### config.mk
export PLATFORM = sky130hd
export DESIGN_NAME = irq_msg_agg
export DESIGN_NICKNAME = d
export VERILOG_FILES = /design/src/rtl/irq_agg_pkg.sv /design/src/rtl/irq_rise_det.sv /design/src/rtl/irq_agg_regs.sv /design/src/rtl/irq_msg_fifo.sv /design/src/rtl/irq_msg_agg.sv
export SDC_FILE = /design/constraint.sdc
export NUM_CORES = 1
export LEC_CHECK = 0
export CAP_MARGIN = 25
export CELL_PAD_IN_SITES_DETAIL_PLACEMENT = 0
export CELL_PAD_IN_SITES_GLOBAL_PLACEMENT = 1
export CORE_ASPECT_RATIO = 1.25
export CORE_MARGIN = 2
export CORE_UTILIZATION = 44
export CTS_CLUSTER_SIZE = 25
export DETAILED_ROUTE_END_ITERATION = 16
export GPL_TIMING_DRIVEN = 0
export PLACE_DENSITY = 0.78
export SETUP_SLACK_MARGIN = 0.15
export SYNTH_ARGS = -nofsm -noshare
export SYNTH_HDL_FRONTEND = slang
export SYNTH_HIERARCHICAL = 1
export SYNTH_SLANG_ARGS = --single-unit
export TNS_END_PERCENT = 1
### constraint.sdc
create_clock -name clk -period 3.6 [get_ports clk]
set_input_delay 0.72 -clock clk [delete_from_list [all_inputs] [get_ports clk]]
set_output_delay 0.72 -clock clk [all_outputs]
set_load 0.02 [all_outputs]
### src/rtl/irq_agg_pkg.sv
// Package: shared constants, register offsets and the offset decoder for
// the interrupt collector. Assumes a 32-bit data path and 8-bit byte offsets.
package irq_agg_pkg;

    localparam int unsigned DATA_W   = 32;
    localparam int unsigned OFS_W    = 8;
    localparam int unsigned CODE_W   = 5;
    localparam int unsigned INHIB_B  = 8;

    localparam logic [OFS_W-1:0] OFS_REQ     = 8'h00;
    localparam logic [OFS_W-1:0] OFS_MASK    = 8'h04;
    localparam logic [OFS_W-1:0] OFS_PEND    = 8'h08;
    localparam logic [OFS_W-1:0] OFS_CTRL    = 8'h0C;
    localparam logic [OFS_W-1:0] OFS_TGT     = 8'h10;
    localparam logic [OFS_W-1:0] OFS_REQ_CLR = 8'h14;

    // Lines a mask write may legally enable: 5,7,8,9,13,14,16..21,26.
    localparam logic [DATA_W-1:0] LEGAL_MASK = 32'h043F_63A0;

    // Conventional line use.
    localparam int unsigned LINE_SERIAL  = 5;
    localparam int unsigned LINE_PARPORT = 7;
    localparam int unsigned LINE_NET     = 8;
    localparam int unsigned LINE_DISK    = 9;
    localparam int unsigned LINE_AUDIO   = 13;
    localparam int unsigned LINE_SELF    = 14;
    localparam int unsigned LINE_KBDMOU  = 26;

    typedef enum logic [2:0] {
        SEL_NONE,
        SEL_REQ,
        SEL_MASK,
        SEL_PEND,
        SEL_CTRL,
        SEL_TGT,
        SEL_REQ_CLR
    } reg_sel_e;

    // Map a byte offset onto the register it selects.
    function automatic reg_sel_e decode_ofs(input logic [OFS_W-1:0] a);
        case (a)
            OFS_REQ:     return SEL_REQ;
            OFS_MASK:    return SEL_MASK;
            OFS_PEND:    return SEL_PEND;
            OFS_CTRL:    return SEL_CTRL;
            OFS_TGT:     return SEL_TGT;
            OFS_REQ_CLR: return SEL_REQ_CLR;
            default:     return SEL_NONE;
        endcase
    endfunction

endpackage

### src/rtl/irq_rise_det.sv
// Rising-edge detector: one flop per line remembers the previous level and
// a pulse marks each 0-to-1 change. Assumes lines are synchronous to clk.
module irq_rise_det #(
    parameter int unsigned N = 32
) (
    input  logic         clk,
    input  logic         rst_n,
    input  logic [N-1:0] lvl_i,
    output logic [N-1:0] rise_o
);

    logic [N-1:0] prev_q;

    for (genvar i = 0; i < N; i++) begin : g_line
        // Track the level seen at the last edge for line i.
        always_ff @(posedge clk) begin
            if (!rst_n) prev_q[i] <= 1'b0;
            else        prev_q[i] <= lvl_i[i];
        end
        assign rise_o[i] = lvl_i[i] & ~prev_q[i];
    end

endmodule

### src/rtl/irq_agg_regs.sv
// Register bank: decodes the slave port, latches line rises into the
// pending and request registers and raises a push toward the message
// queue. Assumes single-cycle accesses, responded to one cycle later.
module irq_agg_regs
    import irq_agg_pkg::*;
#(
    parameter logic [DATA_W-1:0] TGT_BASE = 32'h0000_0000
) (
    input  logic              clk,
    input  logic              rst_n,
    input  logic              req_i,
    input  logic              we_i,
    input  logic [OFS_W-1:0]  addr_i,
    input  logic [DATA_W-1:0] wdata_i,
    input  logic [DATA_W-1:0] rise_i,
    output logic              ack_o,
    output logic [DATA_W-1:0] rdata_o,
    output logic              err_o,
    output logic              push_o,
    output logic [DATA_W-1:0] push_word_o,
    output logic              bad_mask_o
);

    localparam logic [DATA_W-1:0] CTRL_RD_MASK = DATA_W'(1) << INHIB_B;

    reg_sel_e          sel, sel_q;
    logic              wr, rd, rd_q;
    logic [DATA_W-1:0] irr_q, imr_q, pend_q, ctrl_q, tgt_q;
    logic [DATA_W-1:0] enabled, rd_mux, clr_bits;
    logic              mask_illegal;

    assign sel     = decode_ofs(addr_i);
    assign wr      = req_i & we_i;
    assign rd      = req_i & ~we_i;
    assign enabled = rise_i & imr_q;

    // Bits to strip from the request register through the clear alias.
    assign clr_bits = (wr && sel == SEL_REQ_CLR) ? wdata_i : '0;

    // Legality of the mask data presented with a mask write.
    assign mask_illegal = ((wdata_i & ~LEGAL_MASK) != '0) && (wdata_i != '1);

    // Request register: set by enabled rises, cleared only via the alias.
    always_ff @(posedge clk) begin
        if (!rst_n) irr_q <= '0;
        else        irr_q <= (irr_q & ~clr_bits) | enabled;
    end

    // Mask register: plain read/write storage.
    always_ff @(posedge clk) begin
        if (!rst_n)                     imr_q <= '0;
        else if (wr && sel == SEL_MASK) imr_q <= wdata_i;
    end

    // Pending register: any access clears it, a same-cycle rise survives.
    always_ff @(posedge clk) begin
        if (!rst_n) pend_q <= '0;
        else        pend_q <= ((req_i && sel == SEL_PEND) ? '0 : pend_q) | rise_i;
    end

    // Control register: stores the full word, only bit 8 acts.
    always_ff @(posedge clk) begin
        if (!rst_n)                     ctrl_q <= '0;
        else if (wr && sel == SEL_CTRL) ctrl_q <= wdata_i;
    end

    // Target register: address and line code of outgoing messages.
    always_ff @(posedge clk) begin
        if (!rst_n)                    tgt_q <= TGT_BASE + DATA_W'(3);
        else if (wr && sel == SEL_TGT) tgt_q <= wdata_i;
    end

    // Sticky flag for mask writes outside the legal set.
    always_ff @(posedge clk) begin
        if (!rst_n)                                     bad_mask_o <= 1'b0;
        else if (wr && sel == SEL_MASK && mask_illegal) bad_mask_o <= 1'b1;
    end

    // Read multiplexer over the decoded register.
    always_comb begin
        case (sel)
            SEL_REQ, SEL_REQ_CLR: rd_mux = irr_q;
            SEL_MASK:             rd_mux = imr_q;
            SEL_PEND:             rd_mux = pend_q;
            SEL_CTRL:             rd_mux = ctrl_q & CTRL_RD_MASK;
            SEL_TGT:              rd_mux = tgt_q;
            default:              rd_mux = '0;
        endcase
    end

    // Registered slave response: ack, data and error one cycle later.
    always_ff @(posedge clk) begin
        if (!rst_n) begin
            ack_o   <= 1'b0;
            err_o   <= 1'b0;
            rdata_o <= '0;
            sel_q   <= SEL_NONE;
            rd_q    <= 1'b0;
        end else begin
            ack_o   <= req_i;
            err_o   <= req_i && (sel == SEL_NONE);
            rdata_o <= rd ? rd_mux : '0;
            sel_q   <= sel;
            rd_q    <= rd;
        end
    end

    assign push_o      = (enabled != '0) && !ctrl_q[INHIB_B];
    assign push_word_o = tgt_q;

    AST_PEND_SETS: assert property (@(posedge clk) disable iff (!rst_n)
        (rise_i != '0) |=> ((pend_q & $past(rise_i)) == $past(rise_i)));
    AST_REQ_NEEDS_MASK: assert property (@(posedge clk) disable iff (!rst_n)
        1'b1 |=> ((irr_q & ~$past(irr_q) & ~$past(rise_i & imr_q)) == '0));
    AST_REQ_RO: assert property (@(posedge clk) disable iff (!rst_n)
        (wr && sel == SEL_REQ) |=> (irr_q == ($past(irr_q) | $past(rise_i & imr_q))));
    AST_CTRL_READ: assert property (@(posedge clk) disable iff (!rst_n)
        (ack_o && rd_q && sel_q == SEL_CTRL) |-> ((rdata_o & ~CTRL_RD_MASK) == '0));
    AST_ERR_ZERO: assert property (@(posedge clk) disable iff (!rst_n)
        (ack_o && err_o) |-> (rdata_o == '0));
    AST_BAD_MASK_STICKY: assert property (@(posedge clk) disable iff (!rst_n)
        bad_mask_o |=> bad_mask_o);

endmodule

### src/rtl/irq_msg_fifo.sv
// Message queue: holds target-register snapshots in arrival order and
// offers the oldest on a valid/ready port. A push while full is dropped
// and raises a sticky overflow flag. Assumes DEPTH >= 1.
module irq_msg_fifo #(
    parameter int unsigned W     = 32,
    parameter int unsigned DEPTH = 4
) (
    input  logic         clk,
    input  logic         rst_n,
    input  logic         push_i,
    input  logic [W-1:0] push_data_i,
    output logic         valid_o,
    output logic [W-1:0] data_o,
    input  logic         ready_i,
    output logic         ovf_o
);

    localparam int unsigned PW = (DEPTH > 1) ? $clog2(DEPTH) : 1;
    localparam int unsigned CW = $clog2(DEPTH + 1);
    localparam logic [PW-1:0] LAST = PW'(DEPTH - 1);

    logic [W-1:0]  mem [DEPTH];
    logic [PW-1:0] wr_q, rd_q;
    logic [CW-1:0] cnt_q;
    logic          full, do_push, do_pop;

    assign full    = (cnt_q == CW'(DEPTH));
    assign do_push = push_i && !full;
    assign do_pop  = valid_o && ready_i;
    assign valid_o = (cnt_q != '0);
    assign data_o  = mem[rd_q];

    // Storage write at the tail.
    always_ff @(posedge clk) begin
        if (do_push) mem[wr_q] <= push_data_i;
    end

    // Pointer and occupancy bookkeeping with wrap at DEPTH.
    always_ff @(posedge clk) begin
        if (!rst_n) begin
            wr_q  <= '0;
            rd_q  <= '0;
            cnt_q <= '0;
        end else begin
            if (do_push) wr_q <= (wr_q == LAST) ? '0 : wr_q + PW'(1);
            if (do_pop)  rd_q <= (rd_q == LAST) ? '0 : rd_q + PW'(1);
            cnt_q <= cnt_q + CW'(do_push) - CW'(do_pop);
        end
    end

    // Sticky overflow on a push that finds the queue full.
    always_ff @(posedge clk) begin
        if (!rst_n)              ovf_o <= 1'b0;
        else if (push_i && full) ovf_o <= 1'b1;
    end

    AST_NO_OVERFLOW: assert property (@(posedge clk) disable iff (!rst_n)
        cnt_q <= CW'(DEPTH));
    AST_OVF_STICKY: assert property (@(posedge clk) disable iff (!rst_n)
        ovf_o |=> ovf_o);
    AST_MSG_HOLD: assert property (@(posedge clk) disable iff (!rst_n)
        (valid_o && !ready_i) |=> (valid_o && $stable(data_o)));

endmodule

### src/rtl/irq_msg_agg.sv
// Top: 32-line interrupt collector. Line rises are latched in the register
// bank and each cycle with an enabled rise queues one aligned message
// write. Assumes all inputs are synchronous to clk.
module irq_msg_agg
    import irq_agg_pkg::*;
#(
    parameter logic [31:0] TGT_BASE = 32'hFFFE_0000,
    parameter int unsigned Q_DEPTH  = 4
) (
    input  logic        clk,
    input  logic        rst_n,
    input  logic [31:0] irq_i,
    input  logic        bus_req_i,
    input  logic        bus_we_i,
    input  logic [7:0]  bus_addr_i,
    input  logic [31:0] bus_wdata_i,
    output logic        bus_ack_o,
    output logic [31:0] bus_rdata_o,
    output logic        bus_err_o,
    output logic        msg_valid_o,
    output logic [31:0] msg_addr_o,
    output logic [31:0] msg_data_o,
    input  logic        msg_ready_i,
    output logic        bad_mask_o,
    output logic        msg_ovf_o
);

    logic [DATA_W-1:0] rise, push_word, head;
    logic              push;

    irq_rise_det #(.N(DATA_W)) u_rise (
        .clk    (clk),
        .rst_n  (rst_n),
        .lvl_i  (irq_i),
        .rise_o (rise)
    );

    irq_agg_regs #(.TGT_BASE(TGT_BASE)) u_regs (
        .clk         (clk),
        .rst_n       (rst_n),
        .req_i       (bus_req_i),
        .we_i        (bus_we_i),
        .addr_i      (bus_addr_i),
        .wdata_i     (bus_wdata_i),
        .rise_i      (rise),
        .ack_o       (bus_ack_o),
        .rdata_o     (bus_rdata_o),
        .err_o       (bus_err_o),
        .push_o      (push),
        .push_word_o (push_word),
        .bad_mask_o  (bad_mask_o)
    );

    irq_msg_fifo #(.W(DATA_W), .DEPTH(Q_DEPTH)) u_fifo (
        .clk         (clk),
        .rst_n       (rst_n),
        .push_i      (push),
        .push_data_i (push_word),
        .valid_o     (msg_valid_o),
        .data_o      (head),
        .ready_i     (msg_ready_i),
        .ovf_o       (msg_ovf_o)
    );

    // Split the queued target snapshot into aligned address and line code.
    assign msg_addr_o = {head[DATA_W-1:CODE_W], {CODE_W{1'b0}}};
    assign msg_data_o = {{(DATA_W-CODE_W){1'b0}}, head[CODE_W-1:0]};

endmodule

==> impl_metrics.yaml, run 1 <==
critical_path:
  endpoint_kind: "register"
  r2r-start: "u_rise/prev_q[6]"
  crit_arrival_ns: 3.71
  r2r-end: "u_fifo/cnt_q[2]"
  crit_type: "primary input to register"
  cp-start-kind: "primary input"
  crit_fanout: 8
  cp.required_ns: 4.01
  r2r_setup_slack_ns: 0.71
  r2r_cells: 14
timing:
  fmax_ghz: 0.304
  finalHoldViolCount: 0
  period_share: 0.915
  rsz0062_at_grt: "no"
  relSlewSlack: 0.272
  finalMaxSlewViolations: 0
  fin_skew_ns: 0.0177
  min_period_ns: 3.29
  worstMarginPinSlew_ns: 1.08
  final-setup-viol-count: 0
  setup_ws_ns: 0.307
synthesis:
  netlist.area_leader.share: 0.298
  synth_top_area_cell: "dfxtp_1"
  yosysMostFrequentCell: "dfxtp_1"
  ys.warnings.count: 6
  synth-main-ff-cell: "dfxtp_1"
  synth_edf_count: 128
  async_reset_ff_frac: 0
  seq_area_frac_synth: 0.576
  ys_types: 50
  synth_area_leaders: "dfxtp_1 (30%), edfxtp_1 (28%), mux4_2 (4.9%)"
  synthCells: 1175
  yosys_register_bits: 334
  synth_commonest_cells: "dfxtp_1 (206), nand2_1 (168), edfxtp_1 (128)"
  synth.avg_cell_area_sq_um: 11.8
  synth_area_sq_um: 13800
power:
  peakVddDrop_v: 0.000330
  pwr_density_cell_nw_per_um2: 525
  leakage_nw: 6.28
finish:
  fill_cells: 2728
  final_nets: 1470
  fin_cells: 1819
  area_growth_pct: 23.6
  drive_above_1_share: 0.178
  utilization: 0.552
  diodes: 0
global_route:
  antenna_found_initial: 0
  grt.met3_usage: 0.0320
  use_met1: 0.284
  met2_usage: 0.345
  grt_pass1_vias: 9144
  grt_usage: 0.211
  grt_max_degree: 33
  grt-busiest-layer: "met2"
  overflow: 0
  grt_pass1_wl_mm: 53.3
floorplanning:
  io_pins: 178
  rows: 72
  core-area_sq_um: 31000
  die_h_microns: 202
  die-area_sq_um: 32900
  start_util: 0.446
  die_w_microns: 163
clock_tree:
  clock_latency_ns: 0.52
  cts-root-buf: "clkbuf_16"
  cts_max_level: 2
  cts_hold_buffers: 0
  clk_pin_slew_ns: 0.06
  clockBufferDepth: 3
  cts_buffers: 34
  cts_tree: "built"
  cts_sinks: 334
detailed_routing:
  drc: 0
  vias: 9308
  drt_iter0_markers: 515
  antenna_left: 0
  vias_per_cell: 5.12
  routed_wl_mm: 34.5
  dr.pass1.iters: 5
  wl_per_cell_microns: 19.0
place:
  pre_cts_ws_ns: -0.485
  numPortBuffers: 144
  routabilityCongestion: 0.871
  dp_cells: 1757
  place_hpwl_mm: 25.4
hold_path:
  hp-class: "register to register"
  whs_endpoint: "u_regs/rdata_o[28]"
  min_from: "u_regs/pend_q[28]"
  whs_path_depth: 2
job:
  cap_violations: 0
outcome:
  status: "complete, no violations"
## flip-flops by register name, summed over array words and instances, names as in the netlist, 3 cells and up, named ones only
signal              count
u_regs/pend_q          32
u_regs/imr_q           32
u_rise/prev_q          32
u_fifo/cnt_q            3
u_regs/rdata_o         32
u_fifo/mem            128
u_regs/irr_q           32
u_regs/push_word_o     32
## how the worst max path moves through the flow
| stage | start | endpoint | slack (ns) | depth (start not counted) |
|---|---|---|---|---|
| finish | irq_i[6] | u_fifo/cnt_q[2] | 0.31 | 15 |
| global route | irq_i[27] | u_fifo/cnt_q[2] | 0.16 | 15 |
| CTS | irq_i[6] | u_fifo/cnt_q[2] | 0.23 | 15 |
| detailed placement | irq_i[6] | u_fifo/cnt_q[2] | -0.49 | 15 |
| global placement | irq_i[6] | u_fifo/mem[1][6] | -1.01 | 9 |
| floorplan | irq_i[18] | u_fifo/cnt_q[2] | 0.69 | 14 |
## layout make-up
class	count	area, sq um	area share
Clock buffer	40	905	0.0529
Timing Repair Buffer	144	1440	0.0843
Multi-Input combinational cell	735	5250	0.307
Buffer	100	624	0.0365
Sequential cell	334	7970	0.466
Clock inverter	22	255	0.0149
Tap cell	407	509	0.0298
Inverter	37	139	0.00813
## stage by stage
stage                     area (sq um)  power, mW  TNS [ns]  hold slack (ns)
after global placement           15900       5.49   -126.57            0.459
after CTS                        17100       9.07         0            0.472
final                            17100       8.98         0            0.472
after floorplan                  13900       4.97         0            0.437
after detailed placement         15900       5.49    -46.75            0.460
after global routing             17100       9.31         0            0.505
## placed cells by master (no fill, tap or decap), types with 7 or more instances in the layout
cell type | netlist | layout
nor2b_1 | 101 | 94
conb_1 | 1 | 32
clkbuf_1 | 45 | 49
mux2_2 | 33 | 33
o211ai_1 | 31 | 31
edfxtp_1 | 128 | 128
nor4_1 | 9 | 8
a21oi_1 | 35 | 34
buf_6 | 9 | 9
nand4_1 | 18 | 18
dfxtp_1 | 206 | 206
clkbuf_16 | 0 | 35
clkdlybuf4s50_1 | 0 | 144
a21oi_2 | 30 | 31
and2_2 | 29 | 33
a21boi_0 | 15 | 15
nand2_1 | 168 | 167
buf_4 | 32 | 32
mux2i_1 | 67 | 67
nand3_1 | 20 | 20
buf_2 | 7 | 7
mux4_2 | 30 | 30
a31oi_1 | 32 | 32
o21ai_0 | 36 | 36
nor2b_2 | 0 | 7
inv_1 | 37 | 37
## where the power goes
group	total (mW)	switching [mW]	leakage [nW]	internal, mW
clock network	3.58	1.47	0.558	2.12
logic	1.36	0.639	2.90	0.722
registers	4.03	0.0582	2.83	3.97
## what timing repair did
item	4_1_cts	5_1_grt
buffers inserted	0	0
endpoints found under the setup margin	3	1
gates resized for setup	1	9
## critical path, stage by stage
cell and delay [ns]:
clkdlybuf4s50_1 0.46, nor2b_1 0.28, nand2_2 0.19, nand4_1 0.20
nor4_2 0.08, a21oi_2 0.27, nor2b_1 0.20, buf_6 0.15
xnor2_1 0.12, ha_1 0.16, inv_1 0.05, fa_1 0.41
xnor2_1 0.15, xnor2_1 0.12, and2_1 0.15
## layer usage
| layer | vias to the layer above | routed length (microns) | part of all wire |
|---|---|---|---|
| met2 | 307 | 16300 | 0.47 |
| met1 | 4413 | 15100 | 0.44 |
| li1 | 4528 | - | - |
| met4 | 0 | 1180 | 0.034 |
| met5 | - | 0 | 0 |
| met3 | 60 | 2020 | 0.059 |
## cells by family (layout without fill, tap and decap cells)
| family | after synthesis | count (layout) | share of synthesized area |
|---|---|---|---|
| simple gates | 377 | 377 | 0.143 |
| flops | 334 | 334 | 0.576 |
| compound gates | 184 | 184 | 0.0883 |
| buf+inv | 137 | 343 | 0.0552 |
| mux | 132 | 132 | 0.128 |
| fa+ha+maj | 7 | 7 | 0.00688 |
| xor+xnor | 3 | 3 | 0.00190 |
| other cells | 1 | 32 | 0.000271 |
Note: power is estimated with default switching activity, not from simulation.
==> run 2: changes to the inputs <==
--- a/config.mk
+++ b/config.mk
@@ -5,16 +5,14 @@
 export SDC_FILE = /design/constraint.sdc
 export NUM_CORES = 1
 export LEC_CHECK = 0
-export CAP_MARGIN = 25
-export CELL_PAD_IN_SITES_DETAIL_PLACEMENT = 0
-export CELL_PAD_IN_SITES_GLOBAL_PLACEMENT = 1
 export CORE_ASPECT_RATIO = 1.25
 export CORE_MARGIN = 2
-export CORE_UTILIZATION = 44
+export CORE_UTILIZATION = 45
 export CTS_CLUSTER_SIZE = 25
 export DETAILED_ROUTE_END_ITERATION = 16
+export DONT_BUFFER_PORTS = 1
 export GPL_TIMING_DRIVEN = 0
-export PLACE_DENSITY = 0.78
+export PLACE_DENSITY = 0.59
 export SETUP_SLACK_MARGIN = 0.15
 export SYNTH_ARGS = -nofsm -noshare
 export SYNTH_HDL_FRONTEND = slang
==> impl_metrics.yaml, run 2 (synthesis gave the netlist of run 1 again) <==
outcome:
  status: "complete, no violations"
critical_path:
  crit_type: "register to register"
  cp-start-kind: "register"
  crit_arrival_ns: 3.62
  crit_fanout: 8
  r2r_cells: 14
  slowest_stage: "a21oi_1"
  crit_chain: "nor2b_1 > nand2_1 > nand4_1 > nor4_1 > a21oi_1 > nor2b_1 > buf_6 > xnor2_1 > ha_1 > inv_1 > fa_1 > xnor2_1 > xnor2_1 > and2_1"
  r2r-end: "u_fifo/cnt_q[2]"
  endpoint_kind: "register"
  r2r_setup_slack_ns: 0.40
  r2r-start: "u_rise/prev_q[6]"
  cp.required_ns: 4.02
  max_stage_delay_ns: 0.48
  cp_common_cell: "xnor2_1"
finish:
  design_area_sq_um: 15600
  final_cell_mix: "dfxtp_1 (206), nand2_1 (168), edfxtp_1 (128), nor2b_1 (101), mux2i_1 (67)"
  drive_above_1_share: 0.190
  largest_register_ff_count: 128
  fin_cells: 1668
  diodes: 0
  fill_cells: 2674
  area_growth_pct: 12.9
  layout_commonest_cell: "dfxtp_1"
  final_nets: 1326
  regMostFlops: "u_fifo/mem"
place:
  numPortBuffers: 0
  routabilityCongestion: 0.866
  place_hpwl_mm: 24.8
  place_area_sq_um: 14500
  pre_cts_ws_ns: -0.0604
  dp_cells: 1607
detailed_routing:
  dr.pass1.iters: 5
  vias: 8803
  vias_per_cell: 5.28
  drt_iter0_markers: 613
  routed_wl_mm: 34.0
  antenna_left: 0
  wl_per_cell_microns: 20.4
  drc: 0
clock_tree:
  cts_max_level: 2
  cts_tree: "built"
  cts_sinks: 334
  cts-root-buf: "clkbuf_16"
  clk_pin_slew_ns: 0.06
  clock_latency_ns: 0.52
  cts_buffers: 34
  post_cts_resized: 0
  cts_hold_buffers: 0
  postCtsSetupBuffers: 0
  clockBufferDepth: 3
timing:
  worstMarginPinSlew_ns: 0.958
  setup_ws_ns: 0.399
  final-setup-viol-count: 0
  relSlewSlack: 0.352
  min_period_ns: 3.20
  rsz0062_at_grt: "no"
  finalHoldViolCount: 0
  finalMaxSlewViolations: 0
  fin_skew_ns: 0.0198
  fmax_ghz: 0.312
  period_share: 0.889
floorplanning:
  die-area_sq_um: 32200
  start_util: 0.458
  die_h_microns: 200
  core-area_sq_um: 30200
  io_pins: 178
  die_w_microns: 161
  rows: 71
power:
  leakage_nw: 5.72
  pwr_density_cell_nw_per_um2: 555
  peakVddDrop_v: 0.000300
  finalPower_mw: 8.66
global_route:
  antenna_found_initial: 0
  grt_pass1_wl_mm: 51.3
  grt_max_degree: 33
  grt_pass1_vias: 8645
  grt_usage: 0.210
  overflow: 0
job:
  cap_violations: 0
hold_path:
  min_from: "bus_wdata_i[19]"
  whs_endpoint: "u_regs/irr_q[19]"
  hp-class: "primary input to register"
  whs_path_depth: 1
run 2: cell types whose count changed in the layout (fill, tap and decap cells not counted), moves of 2 or more:
cell	before	now
nor2b_1	94	101
clkdlybuf4s50_1	144	0
clkbuf_16	35	37
clkinv_4	3	0
clkbuf_8	1	6
nor2b_2	7	0
clkinv_2	6	4
clkinv_8	2	0
bufinv_16	4	2
run 2: stage by stage:
stage                     utilization  TNS (ns)  hold slack, ns
after floorplan                     -         0           0.437
after global placement          0.478    -72.50           0.466
after detailed placement        0.479   -0.0604           0.462
after CTS                       0.517         0           0.271
after global routing            0.517         0           0.286
final                           0.517         0           0.293
run 2: worst max path at each step:
stage / start / to / slack, ns / cells past startpoint
6_report: u_rise/prev_q[6] / u_fifo/cnt_q[2] / 0.40 / 14
2_1_floorplan: irq_i[18] / u_fifo/cnt_q[2] / 0.69 / 14
5_1_grt: u_rise/prev_q[6] / u_fifo/cnt_q[2] / 0.24 / 14
3_3_place_gp: irq_i[6] / u_fifo/mem[1][6] / -0.58 / 8
3_5_place_dp: irq_i[6] / u_fifo/cnt_q[2] / -0.06 / 14
4_1_cts: u_rise/prev_q[6] / u_fifo/cnt_q[2] / 0.40 / 14
run 2: layout make-up:
type	count	area, sq um	area share
Clock buffer	48	1030	0.0658
Multi-Input combinational cell	735	5220	0.334
Sequential cell	334	7970	0.510
Buffer	100	624	0.0400
Tap cell	401	502	0.0321
Inverter	37	139	0.00890
Clock inverter	13	131	0.00842
run 2: critical path, delay by kind of cell, from the launching register on:
kind / cells / cell delay, ns
simple gates: 6 / 1.20
fa+ha+maj: 2 / 0.56
compound gates: 1 / 0.48
xor+xnor: 3 / 0.39
flops: 1 / 0.29
buf+inv: 2 / 0.20
run 2: where the power goes:
group	total, mW	switching, mW	leakage, nW	internal [mW]
registers	4.03	0.0597	2.83	3.97
logic	1.01	0.556	2.34	0.449
clock network	3.62	1.47	0.562	2.15
run 2: per-layer routing:
metal	GRT usage	vias to the layer above	part of all wire
li1	-	4234	-
met1	0.279	4200	0.44
met2	0.338	308	0.47
met3	0.0434	61	0.066
met4	0.0860	0	0.033
met5	0	-	0
==> run 3: changes to the inputs <==
--- a/config.mk
+++ b/config.mk
@@ -5,14 +5,13 @@
 export SDC_FILE = /design/constraint.sdc
 export NUM_CORES = 1
 export LEC_CHECK = 0
-export CORE_ASPECT_RATIO = 1.25
 export CORE_MARGIN = 2
 export CORE_UTILIZATION = 45
+export CTS_CLUSTER_DIAMETER = 100
 export CTS_CLUSTER_SIZE = 25
 export DETAILED_ROUTE_END_ITERATION = 16
-export DONT_BUFFER_PORTS = 1
 export GPL_TIMING_DRIVEN = 0
-export PLACE_DENSITY = 0.59
+export PLACE_DENSITY = 0.66
 export SETUP_SLACK_MARGIN = 0.15
 export SYNTH_ARGS = -nofsm -noshare
 export SYNTH_HDL_FRONTEND = slang
==> impl_metrics.yaml, run 3 (synthesis gave the netlist of run 1 again) <==
critical_path:
  max_stage_delay_ns: 0.49
  slowest_stage: "clkdlybuf4s50_1"
  crit_arrival_ns: 3.72
  cp_common_cell: "xnor2_1"
  cp-start-kind: "primary input"
  cp.required_ns: 4.01
  cp.depth: 15
  cp_top_family: "simple AND/OR/NAND/NOR gates"
  path_buf_inv: 3
  endpoint_kind: "register"
  crit_type: "primary input to register"
  crit_fanout: 8
  r2r_cells: 14
  crit_chain: "clkdlybuf4s50_1 > nor2b_1 > nand2_1 > nand4_1 > nor4_2 > a21oi_2 > nor2b_1 > buf_6 > xnor2_1 > ha_1 > inv_1 > fa_1 > xnor2_1 > xnor2_1 > and2_1"
clock_tree:
  cts_hold_buffers: 0
  cts-root-buf: "clkbuf_16"
  cts_tree: "built"
  clk_pin_slew_ns: 0.10
  clock_latency_ns: 0.51
  cts_buffers: 17
  cts_sinks: 334
  clockBufferDepth: 3
  cts_max_level: 1
hold_path:
  whs_path_depth: 2
  hp-class: "register to register"
floorplanning:
  die_h_microns: 179
  rows: 64
  io_pins: 178
  start_util: 0.454
  die-area_sq_um: 32200
  die_w_microns: 179
  core-area_sq_um: 30400
detailed_routing:
  routed_wl_mm: 34.2
  vias: 9386
  drt_iter0_markers: 814
  antenna_left: 0
  drc: 0
  wl_per_cell_microns: 19.3
  dr.pass1.iters: 7
  vias_per_cell: 5.30
job:
  cap_violations: 0
place:
  dp_cells: 1746
  place_hpwl_mm: 25.1
  numPortBuffers: 144
  routabilityCongestion: 0.895
global_route:
  grt_pass1_vias: 8959
  antenna_found_initial: 1
  overflow: 0
  grt_pass1_wl_mm: 52.1
  grt_usage: 0.213
  grt_max_degree: 33
timing:
  min_period_ns: 3.31
  period_share: 0.920
  worstMarginPinSlew_ns: 0.995
  rsz0062_at_grt: "no"
  final-setup-viol-count: 0
  totalNegativeSetupSlack_ns: 0
  fmax_ghz: 0.302
  fin_skew_ns: 0.0237
  finalMaxSlewViolations: 0
  relSlewSlack: 0.328
  finalHoldViolCount: 0
power:
  internal_power_mw: 5.59
  pwr-share-seq: 0.541
  leakage_nw: 5.95
  switching_share: 0.250
  peakVddDrop_v: 0.000277
  pwr_density_cell_nw_per_um2: 454
  clkPwrFrac: 0.276
  p_switching_mw: 1.86
  p_comb_frac: 0.183
finish:
  largest_register_ff_count: 128
  fin_cells: 1772
  layout_commonest_cell: "dfxtp_1"
  drive_above_1_share: 0.156
  final_cell_mix: "dfxtp_1 (206), nand2_1 (168), clkdlybuf4s50_1 (144), edfxtp_1 (128), nor2b_1 (93)"
  area_growth_pct: 18.6
  diodes: 0
  final_nets: 1453
  regMostFlops: "u_fifo/mem"
outcome:
  status: "complete, no violations"
==> run 3: cell count changes in the layout (fill, tap and decap cells not counted), moves of 2 or more <==
cell / before / now
bufinv_16: 2 / 0
clkbuf_1: 50 / 53
clkbuf_16: 37 / 17
clkbuf_8: 6 / 0
clkdlybuf4s50_1: 0 / 144
clkinv_2: 4 / 0
clkinvlp_4: 4 / 0
nor2b_1: 101 / 93
nor2b_2: 0 / 8
nor4_1: 9 / 7
nor4_2: 1 / 3
==> run 3: final timing paths <==
| kind | startpoint | endpoint | slack (ns) |
|---|---|---|---|
| worst min register to register | u_regs/pend_q[28] | u_regs/rdata_o[28] | 0.48 |
| worst max register to register | u_rise/prev_q[16] | u_fifo/cnt_q[2] | 0.72 |
| worst min-delay path | u_regs/pend_q[28] | u_regs/rdata_o[28] | 0.48 |
| worst max-delay path | irq_i[9] | u_fifo/cnt_q[2] | 0.29 |
==> run 3: layer usage <==
layer  vias to the layer above  global-route usage  wire length [microns]
met5                         -                   0                     13
met4                         2              0.0652                    952
li1                       4484                   -                      -
met1                      4495               0.318                  15500
met2                       357               0.325                  15300
met3                        48              0.0257                   2420
==> run 3: tightest hold or removal path, stage by stage, from the launching register on <==
cell     delay, ns
dfxtp_1       0.33
nand2_1       0.06
a21oi_1       0.06
==> run 3: per-stage QoR <==
| stage | area, sq um | setup WS, ns | total power, mW | util | hold slack (ns) |
|---|---|---|---|---|---|
| floorplan | 13900 | 0.688 | 4.97 | - | 0.437 |
| global placement | 15900 | -0.921 | 5.48 | 0.522 | 0.461 |
| detailed placement | 15900 | -0.427 | 5.49 | 0.522 | 0.460 |
| CTS | 16400 | 0.228 | 7.53 | 0.538 | 0.480 |
| global route | 16400 | 0.144 | 7.75 | 0.539 | 0.504 |
| finish | 16400 | 0.290 | 7.45 | 0.539 | 0.483 |
==> run 3: what timing repair did <==
| item | CTS | global route |
|---|---|---|
| endpoints found under the setup margin | 1 | 1 |
| pin swaps | 0 | 1 |
| setup buffers | 0 | 0 |
| gates resized for setup | 1 | 10 |
==> run 3: power groups by stage <==
stage	Combinational [mW]	Clock, mW	Sequential (mW)
after floorplan	0.866	0	4.10
after global routing	1.46	2.25	4.04
final	1.37	2.06	4.03
after global placement	1.37	0	4.11
after CTS	1.38	2.12	4.03
after detailed placement	1.38	0	4.11
==> run 3: area by class of cell <==
type | count | area, sq um
clock buffers | 25 | 455
repair buffers | 144 | 1440
clock inverters | 1 | 16.3
multi-input cells | 735 | 5260
well taps | 396 | 495
fillers | 2648 | 14000
inverters | 37 | 139
plain buffers | 100 | 624
flip-flops and latches | 334 | 7970
